`config.mk`:
```
export PLATFORM = sky130hd
export DESIGN_NAME = clkdiv_search
export DESIGN_NICKNAME = d
export VERILOG_FILES = /design/src/rtl/clkdiv_pkg.sv /design/src/rtl/clkdiv_serial_div.sv /design/src/rtl/clkdiv_best_keep.sv /design/src/rtl/clkdiv_search_ctrl.sv /design/src/rtl/clkdiv_search.sv
export SDC_FILE = /design/constraint.sdc
export NUM_CORES = 1
export LEC_CHECK = 0
export ABC_AREA = 1
export BUFFER_PORTS_ARGS = -buffer_cell sky130_fd_sc_hd__buf_2
export CAP_MARGIN = 20
export CELL_PAD_IN_SITES_DETAIL_PLACEMENT = 0
export CELL_PAD_IN_SITES_GLOBAL_PLACEMENT = 2
export CORE_MARGIN = 4
export CORE_UTILIZATION = 37
export CTS_CLUSTER_DIAMETER = 80
export DETAILED_ROUTE_END_ITERATION = 10
export GPL_TIMING_DRIVEN = 0
export PLACE_DENSITY_LB_ADDON = 0.12
export SETUP_SLACK_MARGIN = 0.15
export SYNTH_ARGS = -nofsm -noshare
export SYNTH_HDL_FRONTEND = slang
export SYNTH_SLANG_ARGS = --single-unit
```
`constraint.sdc`:
```
create_clock -name clk -period 6.7 [get_ports clk]
set_input_delay 1.005 -clock clk [delete_from_list [all_inputs] [get_ports clk]]
set_output_delay 1.005 -clock clk [all_outputs]
set_load 0.005 [all_outputs]
```
`src/rtl/clkdiv_pkg.sv`:
```
package clkdiv_pkg;
  localparam int NUM_SRC  = 3;
  localparam int P_MIN    = 4;
  localparam int P_MAX    = 6;
  localparam int P_W      = 3;
  localparam int CODE_W   = 2;
  localparam int DIV_W    = 7;
  localparam int DIV_LO   = 2;
  localparam int DIV_HI   = 127;
  localparam int SRC_IDXW = 2;

  typedef enum logic [2:0] {
    ST_IDLE,
    ST_PREP,
    ST_LAUNCH_A,
    ST_WAIT_A,
    ST_LAUNCH_B,
    ST_WAIT_B,
    ST_EVAL,
    ST_DONE
  } seq_state_t;
endpackage

```
`src/rtl/clkdiv_serial_div.sv`:
```
module clkdiv_serial_div #(
  parameter int WIDTH = 35
) (
  input  logic             clk,
  input  logic             rst_n,
  input  logic             load,
  input  logic [WIDTH-1:0] num,
  input  logic [WIDTH-1:0] den,
  output logic             busy,
  output logic [WIDTH-1:0] quo
);
  localparam int CW = $clog2(WIDTH + 1);

  logic [CW-1:0]    cnt;
  logic [WIDTH-1:0] rem;
  logic [WIDTH-1:0] den_q;
  logic [WIDTH:0]   trial;
  logic [WIDTH:0]   diff;
  logic             bit_n;
  logic [WIDTH-1:0] rem_n;

  always_comb begin
    trial = {rem, quo[WIDTH-1]};
    diff  = trial - {1'b0, den_q};
    if (trial >= {1'b0, den_q}) begin
      bit_n = 1'b1;
      rem_n = diff[WIDTH-1:0];
    end else begin
      bit_n = 1'b0;
      rem_n = trial[WIDTH-1:0];
    end
  end

  always_ff @(posedge clk or negedge rst_n) begin
    if (!rst_n) begin
      cnt   <= '0;
      rem   <= '0;
      quo   <= '0;
      den_q <= '0;
    end else if (load) begin
      cnt   <= CW'(WIDTH);
      rem   <= '0;
      quo   <= num;
      den_q <= den;
    end else if (cnt != '0) begin
      cnt <= cnt - 1'b1;
      rem <= rem_n;
      quo <= {quo[WIDTH-2:0], bit_n};
    end
  end

  assign busy = (cnt != '0);
endmodule

```
`src/rtl/clkdiv_best_keep.sv`:
```
module clkdiv_best_keep
  import clkdiv_pkg::*;
#(
  parameter int RATE_W = 32
) (
  input  logic                clk,
  input  logic                rst_n,
  input  logic                clear,
  input  logic                offer,
  input  logic [RATE_W-1:0]   cand_err,
  input  logic [RATE_W-1:0]   cand_rate,
  input  logic [SRC_IDXW-1:0] cand_src,
  input  logic [CODE_W-1:0]   cand_code,
  input  logic [DIV_W-1:0]    cand_div,
  output logic                found,
  output logic                pll_sel,
  output logic                pll_b_sel,
  output logic [CODE_W-1:0]   pre_code,
  output logic [DIV_W-1:0]    div_val,
  output logic [RATE_W-1:0]   achieved_rate
);
  logic [RATE_W-1:0] err_q;
  logic              take;

  // strict improvement only: an equal error keeps the earlier candidate
  assign take = offer && (!found || (cand_err < err_q));

  always_ff @(posedge clk or negedge rst_n) begin
    if (!rst_n) begin
      found         <= 1'b0;
      pll_sel       <= 1'b0;
      pll_b_sel     <= 1'b0;
      pre_code      <= '0;
      div_val       <= '0;
      achieved_rate <= '0;
      err_q         <= '0;
    end else if (clear) begin
      found         <= 1'b0;
      pll_sel       <= 1'b0;
      pll_b_sel     <= 1'b0;
      pre_code      <= '0;
      div_val       <= '0;
      achieved_rate <= '0;
      err_q         <= '0;
    end else if (take) begin
      found         <= 1'b1;
      pll_sel       <= (cand_src != '0);
      pll_b_sel     <= (cand_src == SRC_IDXW'(NUM_SRC - 1));
      pre_code      <= cand_code;
      div_val       <= cand_div;
      achieved_rate <= cand_rate;
      err_q         <= cand_err;
    end
  end
endmodule

```
`src/rtl/clkdiv_search_ctrl.sv`:
```
module clkdiv_search_ctrl
  import clkdiv_pkg::*;
#(
  parameter int RATE_W = 32,
  parameter int DW     = RATE_W + 3
) (
  input  logic                clk,
  input  logic                rst_n,
  input  logic                start,
  input  logic [RATE_W-1:0]   req_rate,
  input  logic [RATE_W-1:0]   ext_rate,
  input  logic [RATE_W-1:0]   pll_a_rate,
  input  logic [RATE_W-1:0]   pll_b_rate,
  output logic                busy,
  output logic                done,
  output logic                div_load,
  output logic [DW-1:0]       div_num,
  output logic [DW-1:0]       div_den,
  input  logic                div_busy,
  input  logic [DW-1:0]       div_quo,
  output logic                keep_clear,
  output logic                keep_offer,
  output logic [RATE_W-1:0]   cand_err,
  output logic [RATE_W-1:0]   cand_rate,
  output logic [SRC_IDXW-1:0] cand_src,
  output logic [CODE_W-1:0]   cand_code,
  output logic [DIV_W-1:0]    cand_div
);
  seq_state_t        state;
  logic [RATE_W-1:0] src_q [NUM_SRC];
  logic [RATE_W-1:0] req_q;
  logic [RATE_W-1:0] rate_q;
  logic [SRC_IDXW-1:0] si;
  logic [P_W-1:0]    pi;
  logic [DIV_W-1:0]  q_lo;
  logic              in_range_q;

  logic [RATE_W-1:0] quarter [NUM_SRC];
  logic [RATE_W-1:0] quarter_max;
  logic [RATE_W-1:0] eff_rate;
  logic [RATE_W-1:0] cur_src;
  logic              accept;
  logic              last_p;
  logic              last_src;

  assign accept = (state == ST_IDLE) && start;

  // one quarter-rate per source, then the running maximum
  for (genvar g = 0; g < NUM_SRC; g++) begin : g_quarter
    assign quarter[g] = src_q[g] >> 2;
  end

  always_comb begin
    quarter_max = '0;
    for (int k = 0; k < NUM_SRC; k++) begin
      if (quarter[k] > quarter_max) quarter_max = quarter[k];
    end
    eff_rate = (req_q < quarter_max) ? req_q : quarter_max;
  end

  assign cur_src  = src_q[si];
  assign last_p   = (pi == P_W'(P_MAX));
  assign last_src = (si == SRC_IDXW'(NUM_SRC - 1));

  // operand selection for the shared divider
  always_comb begin
    div_num = DW'({cur_src, 1'b0});
    if (state == ST_LAUNCH_B) div_den = DW'(pi) * DW'(q_lo);
    else                      div_den = DW'(rate_q) * DW'(pi);
  end
  assign div_load = (state == ST_LAUNCH_A) || (state == ST_LAUNCH_B);

  // candidate evaluation after the second division
  always_comb begin
    cand_rate = div_quo[RATE_W-1:0];
    if (cand_rate >= rate_q) cand_err = cand_rate - rate_q;
    else                     cand_err = rate_q - cand_rate;
    cand_src  = si;
    cand_code = CODE_W'(pi - P_W'(P_MIN - 1));
    cand_div  = q_lo;
  end
  assign keep_clear = accept;
  assign keep_offer = (state == ST_EVAL) && in_range_q;

  always_ff @(posedge clk or negedge rst_n) begin
    if (!rst_n) begin
      state      <= ST_IDLE;
      req_q      <= '0;
      rate_q     <= '0;
      si         <= '0;
      pi         <= P_W'(P_MIN);
      q_lo       <= '0;
      in_range_q <= 1'b0;
      for (int k = 0; k < NUM_SRC; k++) src_q[k] <= '0;
    end else begin
      case (state)
        ST_IDLE: begin
          if (start) begin
            req_q    <= req_rate;
            src_q[0] <= ext_rate;
            src_q[1] <= pll_a_rate;
            src_q[2] <= pll_b_rate;
            state    <= ST_PREP;
          end
        end
        ST_PREP: begin
          rate_q <= eff_rate;
          si     <= '0;
          pi     <= P_W'(P_MIN);
          state  <= (eff_rate == '0) ? ST_DONE : ST_LAUNCH_A;
        end
        ST_LAUNCH_A: state <= ST_WAIT_A;
        ST_WAIT_A: begin
          if (!div_busy) begin
            q_lo       <= div_quo[DIV_W-1:0];
            in_range_q <= (div_quo >= DW'(DIV_LO)) && (div_quo <= DW'(DIV_HI));
            state      <= ST_LAUNCH_B;
          end
        end
        ST_LAUNCH_B: state <= ST_WAIT_B;
        ST_WAIT_B: begin
          if (!div_busy) state <= ST_EVAL;
        end
        ST_EVAL: begin
          if (last_p) begin
            pi <= P_W'(P_MIN);
            if (last_src) begin
              state <= ST_DONE;
            end else begin
              si    <= si + 1'b1;
              state <= ST_LAUNCH_A;
            end
          end else begin
            pi    <= pi + 1'b1;
            state <= ST_LAUNCH_A;
          end
        end
        ST_DONE: state <= ST_IDLE;
        default: state <= ST_IDLE;
      endcase
    end
  end

  assign busy = (state != ST_IDLE);
  assign done = (state == ST_DONE);
endmodule

```
`src/rtl/clkdiv_search.sv`:
```
module clkdiv_search
  import clkdiv_pkg::*;
#(
  parameter int RATE_W = 32
) (
  input  logic              clk,
  input  logic              rst_n,
  input  logic              start,
  input  logic [RATE_W-1:0] req_rate,
  input  logic [RATE_W-1:0] ext_rate,
  input  logic [RATE_W-1:0] pll_a_rate,
  input  logic [RATE_W-1:0] pll_b_rate,
  output logic              busy,
  output logic              done,
  output logic              found,
  output logic              pll_sel,
  output logic              pll_b_sel,
  output logic [1:0]        pre_code,
  output logic [6:0]        div_val,
  output logic [RATE_W-1:0] achieved_rate
);
  localparam int DW = RATE_W + 3;

  logic                div_load;
  logic [DW-1:0]       div_num;
  logic [DW-1:0]       div_den;
  logic                div_busy;
  logic [DW-1:0]       div_quo;
  logic                keep_clear;
  logic                keep_offer;
  logic [RATE_W-1:0]   cand_err;
  logic [RATE_W-1:0]   cand_rate;
  logic [SRC_IDXW-1:0] cand_src;
  logic [CODE_W-1:0]   cand_code;
  logic [DIV_W-1:0]    cand_div;

  clkdiv_search_ctrl #(.RATE_W(RATE_W), .DW(DW)) u_ctrl (
    .clk        (clk),
    .rst_n      (rst_n),
    .start      (start),
    .req_rate   (req_rate),
    .ext_rate   (ext_rate),
    .pll_a_rate (pll_a_rate),
    .pll_b_rate (pll_b_rate),
    .busy       (busy),
    .done       (done),
    .div_load   (div_load),
    .div_num    (div_num),
    .div_den    (div_den),
    .div_busy   (div_busy),
    .div_quo    (div_quo),
    .keep_clear (keep_clear),
    .keep_offer (keep_offer),
    .cand_err   (cand_err),
    .cand_rate  (cand_rate),
    .cand_src   (cand_src),
    .cand_code  (cand_code),
    .cand_div   (cand_div)
  );

  clkdiv_serial_div #(.WIDTH(DW)) u_div (
    .clk   (clk),
    .rst_n (rst_n),
    .load  (div_load),
    .num   (div_num),
    .den   (div_den),
    .busy  (div_busy),
    .quo   (div_quo)
  );

  clkdiv_best_keep #(.RATE_W(RATE_W)) u_keep (
    .clk           (clk),
    .rst_n         (rst_n),
    .clear         (keep_clear),
    .offer         (keep_offer),
    .cand_err      (cand_err),
    .cand_rate     (cand_rate),
    .cand_src      (cand_src),
    .cand_code     (cand_code),
    .cand_div      (cand_div),
    .found         (found),
    .pll_sel       (pll_sel),
    .pll_b_sel     (pll_b_sel),
    .pre_code      (pre_code),
    .div_val       (div_val),
    .achieved_rate (achieved_rate)
  );
endmodule

```
* Word level (Yosys, flattened, before mapping)
Cells that the tools add are included.
Word-level totals: flip-flop bits (word level) 363, bits in latches 0, memory bits (writable) 0, bits in read-only memories 0, input port bits 131, output and inout bits 46, logic and storage cells 118, memories kept 0
Operators by class: $add $sub $neg 7, multipliers 2, divide/modulo/power cells 0, order comparisons 10, equality and inequality tests 14, shift operators 0, muxes and demuxes 43, bitwise gates (word level) 2, reductions and logical operators 19
Operator list (number):
- two-way mux 32 bit | 10
- two-way mux 35 bit | 6
- binary-select mux 32 bit (select 2 bit) | 1
- greater-than comparator 30 x 32 -> 1 bit | 2
- < comparator 32 bit | 2
- subtractor 32 bit | 2
- >= comparator 36 x 35 -> 1 bit | 1
- >= comparator 35 x 2 -> 1 bit, second input constant | 1
- less-or-equal comparator 35 x 7 -> 1 bit, second input constant | 1
- multiplier 32 x 3 -> 35 bit | 1
- subtractor 35 bit | 1
- >= comparator 32 bit | 1
- zero test 32 bit | 1
- greater-than comparator 30 x 1 -> 1 bit, second input constant | 1
- two-way mux 30 bit | 1
- one-hot mux 3 bit (8 select lines) | 1
- two-way mux 3 bit | 7
- == test 3 bit, second input constant | 5
- two-way mux 7 bit | 2
- two-way mux 6 bit | 2
- multiplier 3 x 7 -> 10 bit | 1
- two-way mux 2 bit | 4
- inequality test 2 bit, second input constant | 4
- nonzero test 2 bit | 4
- other kinds (22) | 35

* Longest topological paths before layout
depth in word-level cells 11, mapped depth 58, gate-level depth less buffers 53

* Modules after synthesis
A second synthesis with hierarchy kept.
Second synthesis, totals: cells, all modules 4122, area, all modules 29278.1 sq um
Modules (own cells, without submodules):
- clkdiv_search_ctrl | instances 1, cells an instance 2542, area each 17510.5 sq um, sequential area each 4405.5 sq um
- clkdiv_serial_div | instances 1, cells an instance 1097, area each 7606.0 sq um, sequential area each 2777.7 sq um
- clkdiv_best_keep | instances 1, cells an instance 483, area each 4161.5 sq um, sequential area each 1901.8 sq um

* Least setup slack after synthesis
No wires, ideal clock.
path type flip-flop to flip-flop, start reg u_ctrl.src_q, in the netlist u_ctrl.quarter[51], end reg u_ctrl.state[2], library setup time 0.066 ns, arrival 6.034 ns, data required time 6.634 ns, slack 0.600 ns, cell stages (with the launch flop) 48, buffers on the path 6, clock period less this slack 6.100 ns, cell sequence dfrtp_1 ha_1 nand2_1 inv_1 nand2_1 nand2_1 nand2_1 nand3_1 a21oi_2 nand2_2 nand2_2 clkbuf_1 clkbuf_1 nand2_1 o21ai_0 ha_1 nand2_1 inv_1 [12 not listed] o21ai_0 nand3_1 nand2_1 nand2_1 a21oi_1 a2111oi_0 clkbuf_1 buf_2 nand3b_1 nand2_1 nand2_1 nor2_1 nand2_1 nor2_1 nand2_1 nand2_1 nand2_1 nand2_1
Between the ends: word-level cells in the longest chain between the ends 9
RTL lines:
- start, declared | line clkdiv_search_ctrl.sv:30 | logic [RATE_W-1:0] src_q [NUM_SRC];
- greater-than comparator 30 x 32 -> 1 bit | line clkdiv_search_ctrl.sv:56 | if (quarter[k] > quarter_max) quarter_max = quarter[k];
- two-way mux 32 bit * | line clkdiv_search_ctrl.sv:56
- greater-than comparator 30 x 32 -> 1 bit | line clkdiv_search_ctrl.sv:56
- two-way mux 32 bit * | line clkdiv_search_ctrl.sv:56
- < comparator 32 bit | line clkdiv_search_ctrl.sv:58 | eff_rate = (req_q < quarter_max) ? req_q : quarter_max;
- two-way mux 32 bit * | line clkdiv_search_ctrl.sv:58
- zero test 32 bit * | line clkdiv_search_ctrl.sv:110 | state <= (eff_rate == '0) ? ST_DONE : ST_LAUNCH_A;
- two-way mux 3 bit * | line clkdiv_search_ctrl.sv:110
- one-hot mux 3 bit (8 select lines) * | line clkdiv_search_ctrl.sv:96 | case (state)
- end signal, assigned | line clkdiv_search_ctrl.sv:110
- end, declared | line clkdiv_search_ctrl.sv:29 | seq_state_t state;
Mark *: on every way between the ends. The rest lies on a longest branch, timed or not. A chain may end at the register's enable or synchronous reset.

* Worst setup path after layout
start reg u_ctrl.src_q, in the netlist u_ctrl.quarter[55], end reg u_ctrl.state[2]
The elaborated chain is that of the path after synthesis.

==> results.txt <==
Critical path type - flop to flop
H-tree depth - 2
Die area - 76500 µm²
DRT antenna net count - 0
Worst skew pair latency - 0.61 ns
DR vias/cell - 5.38
Antenna violations before repair - 0
Sink Count - 363
CTS tree - yes
CTS Buffer Depth - 3
Via Count - 25000
Final wirelength - 104 mm
Async set-reset flop share out of synthesis - 1.00
Final hold violation count - 0
FMAX - 160 MHz
Slowest stage delay, CP - 0.42 ns
P&R area growth vs syn - 16.3%
Delay-heaviest family, CP - simple AND/OR/NAND/NOR gates
N_diodes - 0
Max-slew violation count - 0
Min Tclk post-route - 6.26 ns
Worst R2R Setup Slack - 0.44 ns
Synth area leader - dfrtp_1
# DRC - 0
Final Cycle Share - 0.934
Status - complete, no violations
Syn Std Cell Area - 26700 µm²
GRT Total Usage - 0.265
CTS Buf Count - 45
Placeable Area - 71500 µm²
Top-count cell post-synth - nand2_1
Wire per inst - 22.4 µm
Clock root buffer - clkbuf_16
Crit path top cell by count - nand2_1
DRT iter0 DRCs - 1526
Main flop type after synthesis - dfrtp_1
Least-Margin Pin Slew - 1.17 ns
Synth top area share - 0.340
Sequential share of the synthesized area - 0.341
Post-synthesis sequential element count - 363
Netlist cell types - 56
Area of the multi-input gates - 15600 µm²
I/O Buffers - 176
Startpoint Class - flop
Post-Synthesis Cells - 3411
Worst r2r src - u_ctrl.quarter[55]$_DFFE_PN0P_
RR Endpoint - u_ctrl.state[2]$_DFFE_PN0P_
FF-to-FF path depth - 43
Post-detail-place hpwl - 84.9 mm
Max-Cap Viols - 0
WP data required - 7.23 ns
Critical Path Slowest Stage Cell - dfrtp_1
Clk slew on worst S/H paths - 0.06 ns
Layout cells sized above 1 - 0.143
TritonRoute pass-1 iters - 5
Std cell rows - 98
Nets@finish - 4097
Vias in the first global route - 24800
Initial core utilization - 0.373
RSZ-0062 raised after global routing - yes
Largest fanout on the critical path - 10
Worst min path class - primary input to asynchronous set/reset pin
Min Hold Slack - 0.348 ns
Data arrival, critical path - 6.79 ns
Filler cells - 7361
Chip Width - 277 µm
Final setup viols - 0
Synth warn - 0
Fin Clk Skew - 0.0170 ns
Largest net degree at the start of global routing - 122
RePlAce Congestion - 0.935
Mean Syn Cell Area - 7.82 µm²
EDFF count, synth - 0
Seq. cell area - 9100 µm²
First-pass GRT wire length - 156 mm
Worst path bufs/invs - 6
CP endpoint kind - flop
IO Pins - 177
Post-synth top cells - nand2_1, inv_1, dfrtp_1, a21oi_1, o21ai_0
Max transition margin - 0.221
Post-synthesis net count - 3852
Top post-synthesis cells by area - dfrtp_1, ha_1, nand2_1
Die height - 277 µm
Final global-route overflow total - 0
worst register-to-register path: cells and delay by family, from the launching register on:
kind	cells	cell delay, ns
AND/OR/NAND/NOR	25	2.42
AO/OA/AOI/OAI	9	1.32
buffers and inverters	6	1.09
adder cells (fa/ha/maj)	3	0.91
flip-flops	1	0.42
registers in the layout, indices dropped and copies added (netlist names), 32 cells and up:
| signal | cells |
|---|---|
| u_ctrl.quarter | 90 |
| u_div.den_q | 35 |
| u_keep.err_q | 32 |
| u_keep.achieved_rate | 32 |
| u_div.quo | 35 |
| u_div.rem | 35 |
| u_ctrl.req_q | 32 |
| u_ctrl.rate_q | 32 |
repair_timing:
action	4_1_cts	5_1_grt
pin swaps	13	23
buffers inserted	6	8
setup endpoints to repair	107	107
gates resized for setup	109	116
hold buffers	0	0
cell families after synthesis:
kind of cell / Yosys count / share of synthesized area
simple gates: 1076 / 0.165
compound gates: 882 / 0.185
buf+inv: 608 / 0.0877
flops: 363 / 0.341
fa+ha+maj: 310 / 0.157
mux: 99 / 0.0415
xor+xnor: 73 / 0.0240
stage by stage:
step / area (µm²) / std cells / TNS, ns / utilization / setup WS [ns]
finish: 31000 / 4640 / 0 / 0.434 / 0.442
global route: 31000 / 4640 / 0 / 0.434 / 0.0767
CTS: 30700 / 4632 / 0 / 0.429 / 0.138
detailed placement: 28900 / 4545 / -85.79 / 0.404 / -2.14
global placement: 28700 / 4537 / -1060.37 / 0.402 / -2.70
floorplan: 26700 / 3411 / 0 / - / 0.600
area by class of cell:
cell class / count / area share
plain buffers: 133 / 0.0245
clock buffers: 62 / 0.0409
clock inverters: 19 / 0.00597
inverters: 475 / 0.0575
multi-input cells: 2440 / 0.503
flip-flops and latches: 363 / 0.293
well taps: 950 / 0.0383
repair buffers: 198 / 0.0364
cell usage in the layout (no fill, tap or decap), drive strengths merged, types with 46 or more instances in the layout:
| cell type | instances |
|---|---|
| nand2 | 677 |
| nor2 | 221 |
| o22ai | 54 |
| clkbuf | 155 |
| inv | 476 |
| mux2 | 92 |
| xor2 | 46 |
| nand3 | 99 |
| o21ai | 346 |
| buf | 238 |
| a21oi | 351 |
| dfrtp | 362 |
| ha | 270 |
worst max-delay path by stage:
stage / depth (start not counted) / end / from
3_3_place_gp: 1 / u_ctrl.quarter[55]$_DFFE_PN0P_ / rst_n
5_1_grt: 47 / u_ctrl.state[2]$_DFFE_PN0P_ / u_ctrl.quarter[43]$_DFFE_PN0P_
6_report: 43 / u_ctrl.state[2]$_DFFE_PN0P_ / u_ctrl.quarter[55]$_DFFE_PN0P_
3_5_place_dp: 43 / u_ctrl.state[2]$_DFFE_PN0P_ / u_ctrl.quarter[55]$_DFFE_PN0P_
4_1_cts: 51 / u_ctrl.state[2]$_DFFE_PN0P_ / u_ctrl.quarter[55]$_DFFE_PN0P_
2_1_floorplan: 47 / u_ctrl.state[2]$_DFFE_PN0P_ / u_ctrl.quarter[51]$_DFFE_PN0P_
per-layer routing:
layer	wire, µm	up-vias	track usage
met5	0	-	0
li1	-	11900	-
met2	46400	663	0.426
met1	49100	12200	0.378
met4	3600	0	0.0790
met3	4810	143	0.0284
Power is left out: the tool's default activity adds up to more than one toggle a clock period on the data nets, which glitch-free logic cannot reach.
